## src/rtl/pmcg_pkg.sv

```systemverilog
package pmcg_pkg;
  typedef enum logic [1:0] {
    BC_NONE       = 2'b00,
    BC_STOP_GRANT = 2'b01,
    BC_RESUME     = 2'b10,
    BC_RSVD       = 2'b11
  } bcast_kind_e;
endpackage

```

## src/rtl/pmcg_sync.sv

```systemverilog
module pmcg_sync #(
  parameter int STAGES = 2
) (
  input  logic clk,
  input  logic rst_n,
  input  logic async_i,
  output logic sync_o
);
  logic [STAGES-1:0] chain_q;
  logic [STAGES-1:0] chain_d;

  always_comb begin
    chain_d = {chain_q[STAGES-2:0], async_i};
  end

  always_ff @(posedge clk or negedge rst_n) begin
    if (!rst_n) chain_q <= '0;
    else        chain_q <= chain_d;
  end

  assign sync_o = chain_q[STAGES-1];
endmodule

```

## src/rtl/pmcg_match_reg.sv

```systemverilog
module pmcg_match_reg #(
  parameter int AW = 3,
  parameter logic [AW-1:0] RESET_VAL = '0
) (
  input  logic          clk,
  input  logic          rst_n,
  input  logic          we,
  input  logic [AW-1:0] wdata,
  output logic [AW-1:0] match_o
);
  logic [AW-1:0] val_q;
  logic [AW-1:0] val_d;

  always_comb begin
    val_d = val_q;
    if (we) val_d = wdata;
  end

  always_ff @(posedge clk or negedge rst_n) begin
    if (!rst_n) val_q <= RESET_VAL;
    else        val_q <= val_d;
  end

  assign match_o = val_q;
endmodule

```

## src/rtl/pmcg_window.sv

```systemverilog
module pmcg_window #(
  parameter int AW = 3
) (
  input  logic          clk,
  input  logic          rst_n,
  input  logic          ev_grant,
  input  logic          ev_resume,
  input  logic [AW-1:0] action,
  input  logic [AW-1:0] match,
  input  logic          stop_act,
  output logic          win_o,
  output logic          gate_o
);
  logic win_q;
  logic win_d;
  logic hit;

  always_comb begin
    hit   = ev_grant && (action == match);
    win_d = win_q;
    if (ev_resume)  win_d = 1'b0;
    else if (hit)   win_d = 1'b1;
  end

  always_ff @(posedge clk or negedge rst_n) begin
    if (!rst_n) win_q <= 1'b0;
    else        win_q <= win_d;
  end

  assign win_o  = win_q;
  assign gate_o = win_q & stop_act;


  grant_arms_chk: assert property (@(posedge clk) disable iff (!rst_n)
    (ev_grant && (action == match)) |=> win_q);


  miss_keeps_chk: assert property (@(posedge clk) disable iff (!rst_n)
    (ev_grant && (action != match) && !ev_resume) |=> $stable(win_q));


  resume_disarms_chk: assert property (@(posedge clk) disable iff (!rst_n)
    ev_resume |=> !win_q);
endmodule

```

## src/rtl/pmcg_gate_window.sv

```systemverilog
module pmcg_gate_window #(
  parameter int AW = 3,
  parameter int ND = 2,
  parameter int SYNC_STAGES = 2,
  parameter int SW = (ND > 1) ? $clog2(ND) : 1
) (
  input  logic          clk,
  input  logic          rst_n,
  input  logic          stop_link_n,
  input  logic          bcast_valid,
  input  logic [1:0]    bcast_kind,
  input  logic [AW-1:0] bcast_action,
  input  logic          cfg_we,
  input  logic [SW-1:0] cfg_sel,
  input  logic [AW-1:0] cfg_wdata,
  output logic [ND-1:0] gate_en
);
  import pmcg_pkg::*;

  logic        stop_act;
  logic        ev_grant;
  logic        ev_resume;
  logic [ND-1:0] win;
  bcast_kind_e kind;

  pmcg_sync #(.STAGES(SYNC_STAGES)) u_stop_sync (
    .clk     (clk),
    .rst_n   (rst_n),
    .async_i (~stop_link_n),
    .sync_o  (stop_act)
  );

  always_comb begin
    kind      = bcast_kind_e'(bcast_kind);
    ev_grant  = bcast_valid && (kind == BC_STOP_GRANT);
    ev_resume = bcast_valid && (kind == BC_RESUME);
  end

  for (genvar d = 0; d < ND; d++) begin : g_dom
    logic          dom_we;
    logic [AW-1:0] dom_match;

    assign dom_we = cfg_we && (cfg_sel == SW'(d));

    pmcg_match_reg #(.AW(AW)) u_match (
      .clk     (clk),
      .rst_n   (rst_n),
      .we      (dom_we),
      .wdata   (cfg_wdata),
      .match_o (dom_match)
    );

    pmcg_window #(.AW(AW)) u_win (
      .clk       (clk),
      .rst_n     (rst_n),
      .ev_grant  (ev_grant),
      .ev_resume (ev_resume),
      .action    (bcast_action),
      .match     (dom_match),
      .stop_act  (stop_act),
      .win_o     (win[d]),
      .gate_o    (gate_en[d])
    );


    sync_latency_chk: assert property (@(posedge clk) disable iff (!rst_n)
      gate_en[d] |-> $past(!stop_link_n, 2));


    gate_needs_window_chk: assert property (@(posedge clk) disable iff (!rst_n)
      $rose(gate_en[d]) |-> (win[d] && !$past(!win[d] && !ev_grant)));
  end
endmodule

```

## config.mk

```make
export PLATFORM = sky130hd
export DESIGN_NAME = pmcg_gate_window
export DESIGN_NICKNAME = d
export VERILOG_FILES = /design/src/rtl/pmcg_pkg.sv /design/src/rtl/pmcg_sync.sv /design/src/rtl/pmcg_match_reg.sv /design/src/rtl/pmcg_window.sv /design/src/rtl/pmcg_gate_window.sv
export SDC_FILE = /design/constraint.sdc
export NUM_CORES = 1
export LEC_CHECK = 0
export ABC_AREA = 1
export BUFFER_PORTS_ARGS = -buffer_cell sky130_fd_sc_hd__buf_2
export CAP_MARGIN = 10
export CELL_PAD_IN_SITES_DETAIL_PLACEMENT = 0
export CELL_PAD_IN_SITES_GLOBAL_PLACEMENT = 1
export CORE_UTILIZATION = 34
export DETAILED_ROUTE_END_ITERATION = 10
export PLACE_DENSITY_LB_ADDON = 0.15
export RECOVER_POWER = 50
export SYNTH_ARGS = -nofsm -noshare
export SYNTH_HDL_FRONTEND = slang
export SYNTH_HIERARCHICAL = 1
export SYNTH_SLANG_ARGS = --single-unit
```

## constraint.sdc

```tcl
create_clock -name clk -period 2.1 [get_ports clk]
set_clock_uncertainty 0.1 [all_clocks]
set_input_delay 0.63 -clock clk [delete_from_list [all_inputs] [get_ports clk]]
set_output_delay 0.63 -clock clk [all_outputs]
set_load 0.05 [all_outputs]
```

==> results of run 1 <==
stage by stage:
stage	utilization	instances	setup WS (ns)	hold WS, ns
6_report	0.470	114	0.428	0.227
2_1_floorplan	-	81	0.698	0.231
3_3_place_gp	0.454	111	0.671	0.233
4_1_cts	0.471	114	0.409	0.127
3_5_place_dp	0.454	111	0.636	0.237
5_1_grt	0.470	114	0.382	0.254
cell families after synthesis:
group                  share of synthesized area
and+or+nand+nor                            0.356
buffers and inverters                      0.135
AOI/OAI and AO/OA                         0.0333
DFF                                        0.475
layer usage:
| layer | routed length (um) | track usage |
|---|---|---|
| met1 | 459 | 0.184 |
| met2 | 411 | 0.254 |
| met3 | 60 | 0.0479 |
| met4 | 0 | 0.0484 |
| met5 | 0 | 0 |
power breakdown:
group | internal [mW] | switching [mW]
logic | 0.0354 | 0.0586
registers | 0.216 | 0.0150
clock network | 0.0655 | 0.0541
total | 0.317 | 0.128
worst paths after layout:
kind	end	startpoint	cells past startpoint	slack, ns
max	gate_en[1]	g_dom[1].u_win/win_o	3	0.43
min	g_dom[1].u_match/match_o[2]	rst_n	1	0.23
max reg2reg	g_dom[0].u_win/win_o	g_dom[0].u_match/match_o[1]	6	1.09
min reg2reg	u_stop_sync/chain_q[1]	u_stop_sync/chain_q[0]	0	0.25
max in group asynchronous	g_dom[1].u_match/match_o[0]	rst_n	1	1.32
min in group clk	u_stop_sync/chain_q[1]	u_stop_sync/chain_q[0]	0	0.25
Yosys cell counts:
cell / n
inv_2: 2
nand2_1: 41
inv_1: 17
nor2_1: 9
dfrtp_1: 10
a21oi_2: 2
area by class of cell:
type | count | area, um^2
multi-input combinational | 52 | 205
timing repair buffer | 15 | 73.8
inverter | 19 | 71.3
tap | 15 | 18.8
clock buffer | 3 | 22.5
sequential | 10 | 250
fill | 151 | 724
registers in the layout, indices dropped and copies added (netlist names):
| register | cells |
|---|---|
| g_dom.u_win/win_o | 2 |
| g_dom.u_match/match_o | 6 |
| u_stop_sync/chain_q | 2 |
critical path: stages, from the launching register on:
cell and delay [ns]:
dfrtp_1 0.35, nand2_1 0.05, inv_1 0.04, buf_2 0.25
==> impl_metrics.ini, run 1 <==
[floorplan]
die_x_um = 41.4
die_y_um = 41.4
start_util = 0.386
coreArea_um2 = 1370
dieArea_um2 = 1710
ios = 16
rows = 13

[placed_design]
placed_area_um2 = 621
place_hpwl_um = 786
portBuffers = 15
place.gp.congestion = 0.691

[route]
firstDrtPassIters = 4
viasPerCell = 4.11
ant_nets = 0
routed_wl_um = 931
wl_per_cell_um = 8.17
drcViolationCount = 0
dr_total_vias = 469
drt_iter0_markers = 7

[timing]
finalSetupViolCount = 0
max_freq_mhz = 598
fin_crit_ns = 1.67
tns_ns = 0
slew_violations = 0
worst-slew-pin-transition_ns = 0.534
slew_headroom = 0.644
hold_viol_final = 0
rsz0062_at_grt = no
finalCritPeriodShare = 0.796

[pwr]
peakVddDrop_mv = 0.304
leakage_nw = 0.413
p_per_area_nw_per_um2 = 692
totalPowerFinal_mw = 0.444

[cts]
cts_buffer_depth = 2
cts_setup_buffers = 0
clock-sinks = 10
cts_tree = done
cts.repair.resized = 0
clock-root-buffer = clkbuf_4
hold_buffers = 0
worst_skew_pair.late_latency_ns = 0.25
clk_pin_slew_ns = 0.06
htree_num_levels = 1
numCtsBuffers = 3

[final_layout]
layout_commonest_cell = nand2_1
antennaDiodeCount = 0
finalInstanceArea_um2 = 642
syn2layout_area_growth_pct = 21.9
fin_nets = 115
final_cell_mix = 41 x nand2_1, 17 x inv_1, 14 x buf_2
drive_gt1_frac = 0.212

[synth]
yosys_warnings = 6
syn_area_per_cell_um2 = 6.50
synthCells = 81
synth_seq_cells = 10
synth_top_cell_by_area = dfrtp_1
synth_seq_area_share = 0.475
syn_area_um2 = 527
syn_nets = 95
synth.distinct_cells = 6
synth.area.top_cells = dfrtp_1 48%, nand2_1 29%, inv_1 12%
netlist.area_leader.share = 0.475

[critical_path]
criticalPathCategory = flop to output port
start_kind = flop
cp.required_ns = 1.37
endpoint_kind = output port
worst-path-max-fanout = 2
critPathArrivalTime_ns = 0.94

[run_status]
outcome = finished, final reports clean

[grt]
grt_pass1_wl_um = 1630
grt_max_degree = 11
grt_pass1_vias = 435
grt_overflow_total = 0
grt_usage = 0.151
antenna_found_initial = 0

[hold_path]
hp-class = input pin to async pin

[flow_run]
cap_violations = 0
Power figures use the tool's default switching activity.
==> inputs of run 2 (changes only) <==
--- a/config.mk
+++ b/config.mk
@@ -10,7 +10,7 @@
 export CAP_MARGIN = 10
 export CELL_PAD_IN_SITES_DETAIL_PLACEMENT = 0
 export CELL_PAD_IN_SITES_GLOBAL_PLACEMENT = 1
-export CORE_UTILIZATION = 34
+export CORE_UTILIZATION = 32
 export DETAILED_ROUTE_END_ITERATION = 10
 export PLACE_DENSITY_LB_ADDON = 0.15
 export RECOVER_POWER = 50
==> constraint.sdc (replaced) <==
create_clock -name clk -period 1.55 [get_ports clk]
set_clock_uncertainty 0.1 [all_clocks]
set_input_delay 0.465 -clock clk [delete_from_list [all_inputs] [get_ports clk]]
set_output_delay 0.465 -clock clk [all_outputs]
set_load 0.05 [all_outputs]
==> impl_metrics.ini, run 2 (synthesis results as in run 1) <==
[critical_path]
path_cells = nand2_1 > inv_1 > buf_4
cp.required_ns = 0.98
critPathArrivalTime_ns = 0.92
reg2reg_depth = 6
slowest_stage = dfrtp_1
slowest_delay_ns = 0.39
reg2reg_slack_ns = 0.57
start_kind = flop
worst-path-max-fanout = 2
r2r-start = g_dom[0].u_match/match_o[1]
r2r_end = g_dom[0].u_win/win_o
endpoint_kind = output port
criticalPathCategory = flop to output port

[floorplan]
dieArea_um2 = 1810
coreArea_um2 = 1520
start_util = 0.346
die_x_um = 42.6
ios = 16
die_y_um = 42.6
rows = 14

[final_layout]
fill_cells = 165
finalInstanceArea_um2 = 671
layout_commonest_cell = nand2_1
drive_gt1_frac = 0.198
syn2layout_area_growth_pct = 27.3
final_cell_mix = 41 x nand2_1, 18 x inv_1, 11 x buf_2
fin_nets = 116
largest_reg_flops = 6
antennaDiodeCount = 0
instances_no_fill = 117

[timing]
finalSetupViolCount = 0
slew_headroom = 0.646
finalCritPeriodShare = 0.961
rsz0062_at_grt = no
slew_violations = 0
max_freq_mhz = 671
worst-slew-pin-transition_ns = 0.531
tns_ns = 0
finalWorstSetupSlack_ns = 0.0606
hold_viol_final = 0
fin_crit_ns = 1.49

[cts]
clock-root-buffer = clkbuf_4
cts_setup_buffers = 0
htree_num_levels = 1
cts_tree = done
clock-sinks = 10
numCtsBuffers = 3
worst_skew_pair.late_latency_ns = 0.26
cts_buffer_depth = 2
clk_pin_slew_ns = 0.06

[flow_run]
cap_violations = 0

[pwr]
leakage_nw = 0.422
power_switching_mw = 0.183
peakVddDrop_mv = 0.434
comb_power_share = 0.195
p_int_mw = 0.486
clkPwrFrac = 0.337
swShare = 0.273
p_per_area_nw_per_um2 = 997
p_seq_frac = 0.468

[route]
viasPerCell = 4.12
routed_wl_um = 954
drcViolationCount = 0
wl_per_cell_um = 8.15
dr_total_vias = 482
ant_nets = 0
drt_iter0_markers = 4
firstDrtPassIters = 4

[grt]
grt_overflow_total = 0
grt_usage = 0.128
grt_max_degree = 11
grt_pass1_vias = 431
antenna_found_initial = 0
grt_pass1_wl_um = 1700

[placed_design]
pre_cts_slack_ns = 0.289
place.gp.congestion = 0.658
portBuffers = 15
place_hpwl_um = 787
dpl.cell_count = 112
placed_area_um2 = 622

[hold_path]
min_path_cells = 2
worstHoldStart = stop_link_n
hp-class = input pin to flop
worstHoldEndpoint = u_stop_sync/chain_q[0]

[run_status]
outcome = finished, final reports clean
run 2: cell count changes in the layout (fill, tap and decap cells not counted):
cell / previous run / this run
buf_2: 14 / 11
buf_4: 0 / 1
clkbuf_1: 1 / 2
clkbuf_4: 3 / 4
clkbuf_8: 0 / 1
dlygate4sd3_1: 0 / 1
inv_1: 17 / 18
inv_2: 2 / 1
run 2: critical path: cells and delay by family, from the launching register on:
| family | cells | cell delay [ns] |
|---|---|---|
| buffers and inverters | 2 | 0.20 |
| DFF | 1 | 0.39 |
| and+or+nand+nor | 1 | 0.07 |
run 2: cell type report:
cell class	count	area, um^2	share of cell area
Clock buffer	4	36.3	0.0541
Inverter	19	71.3	0.106
Multi-Input combinational cell	52	205	0.306
Sequential cell	10	250	0.373
Tap cell	16	20.0	0.0299
Timing Repair Buffer	16	87.6	0.131
run 2: power groups by stage:
| stage | combinational, mW | clock, mW | sequential [mW] |
|---|---|---|---|
| 5_1_grt | 0.152 | 0.249 | 0.317 |
| 6_report | 0.131 | 0.225 | 0.313 |
| 2_1_floorplan | 0.0877 | 0 | 0.312 |
| 4_1_cts | 0.133 | 0.237 | 0.313 |
| 3_3_place_gp | 0.127 | 0 | 0.317 |
| 3_5_place_dp | 0.129 | 0 | 0.318 |
run 2: worst max-delay path by stage:
stage | startpoint | end | slack [ns]
global placement | bcast_valid | g_dom[0].u_win/win_o | 0.29
finish | g_dom[1].u_win/win_o | gate_en[1] | 0.06
floorplan | g_dom[0].u_win/win_o | gate_en[0] | 0.31
detailed placement | g_dom[1].u_win/win_o | gate_en[1] | 0.29
CTS | g_dom[0].u_win/win_o | gate_en[0] | 0.03
global route | g_dom[0].u_win/win_o | gate_en[0] | 0.005
run 2: per-layer routing:
layer  global-route usage  part of all wire  up-vias
met5                    0                 0        -
met4               0.0750            0.0094        0
met3               0.0388             0.042        2
met2                0.203              0.45        9
met1                0.153              0.50      201
li1                     -                 -      270
run 2: through the flow:
step	power, mW	hold slack (ns)	utilization
2_1_floorplan	0.400	0.0694	-
3_3_place_gp	0.444	0.232	0.408
3_5_place_dp	0.447	0.236	0.408
4_1_cts	0.683	0.231	0.440
5_1_grt	0.719	0.236	0.440
6_report	0.669	0.240	0.440
run 2: what timing repair did:
item / in CTS / in global routing
hold buffers: 1 / 0
setup endpoints to repair: 1 / 1
hold endpoints to repair: 10 / 0
resized for setup: 1 / 1
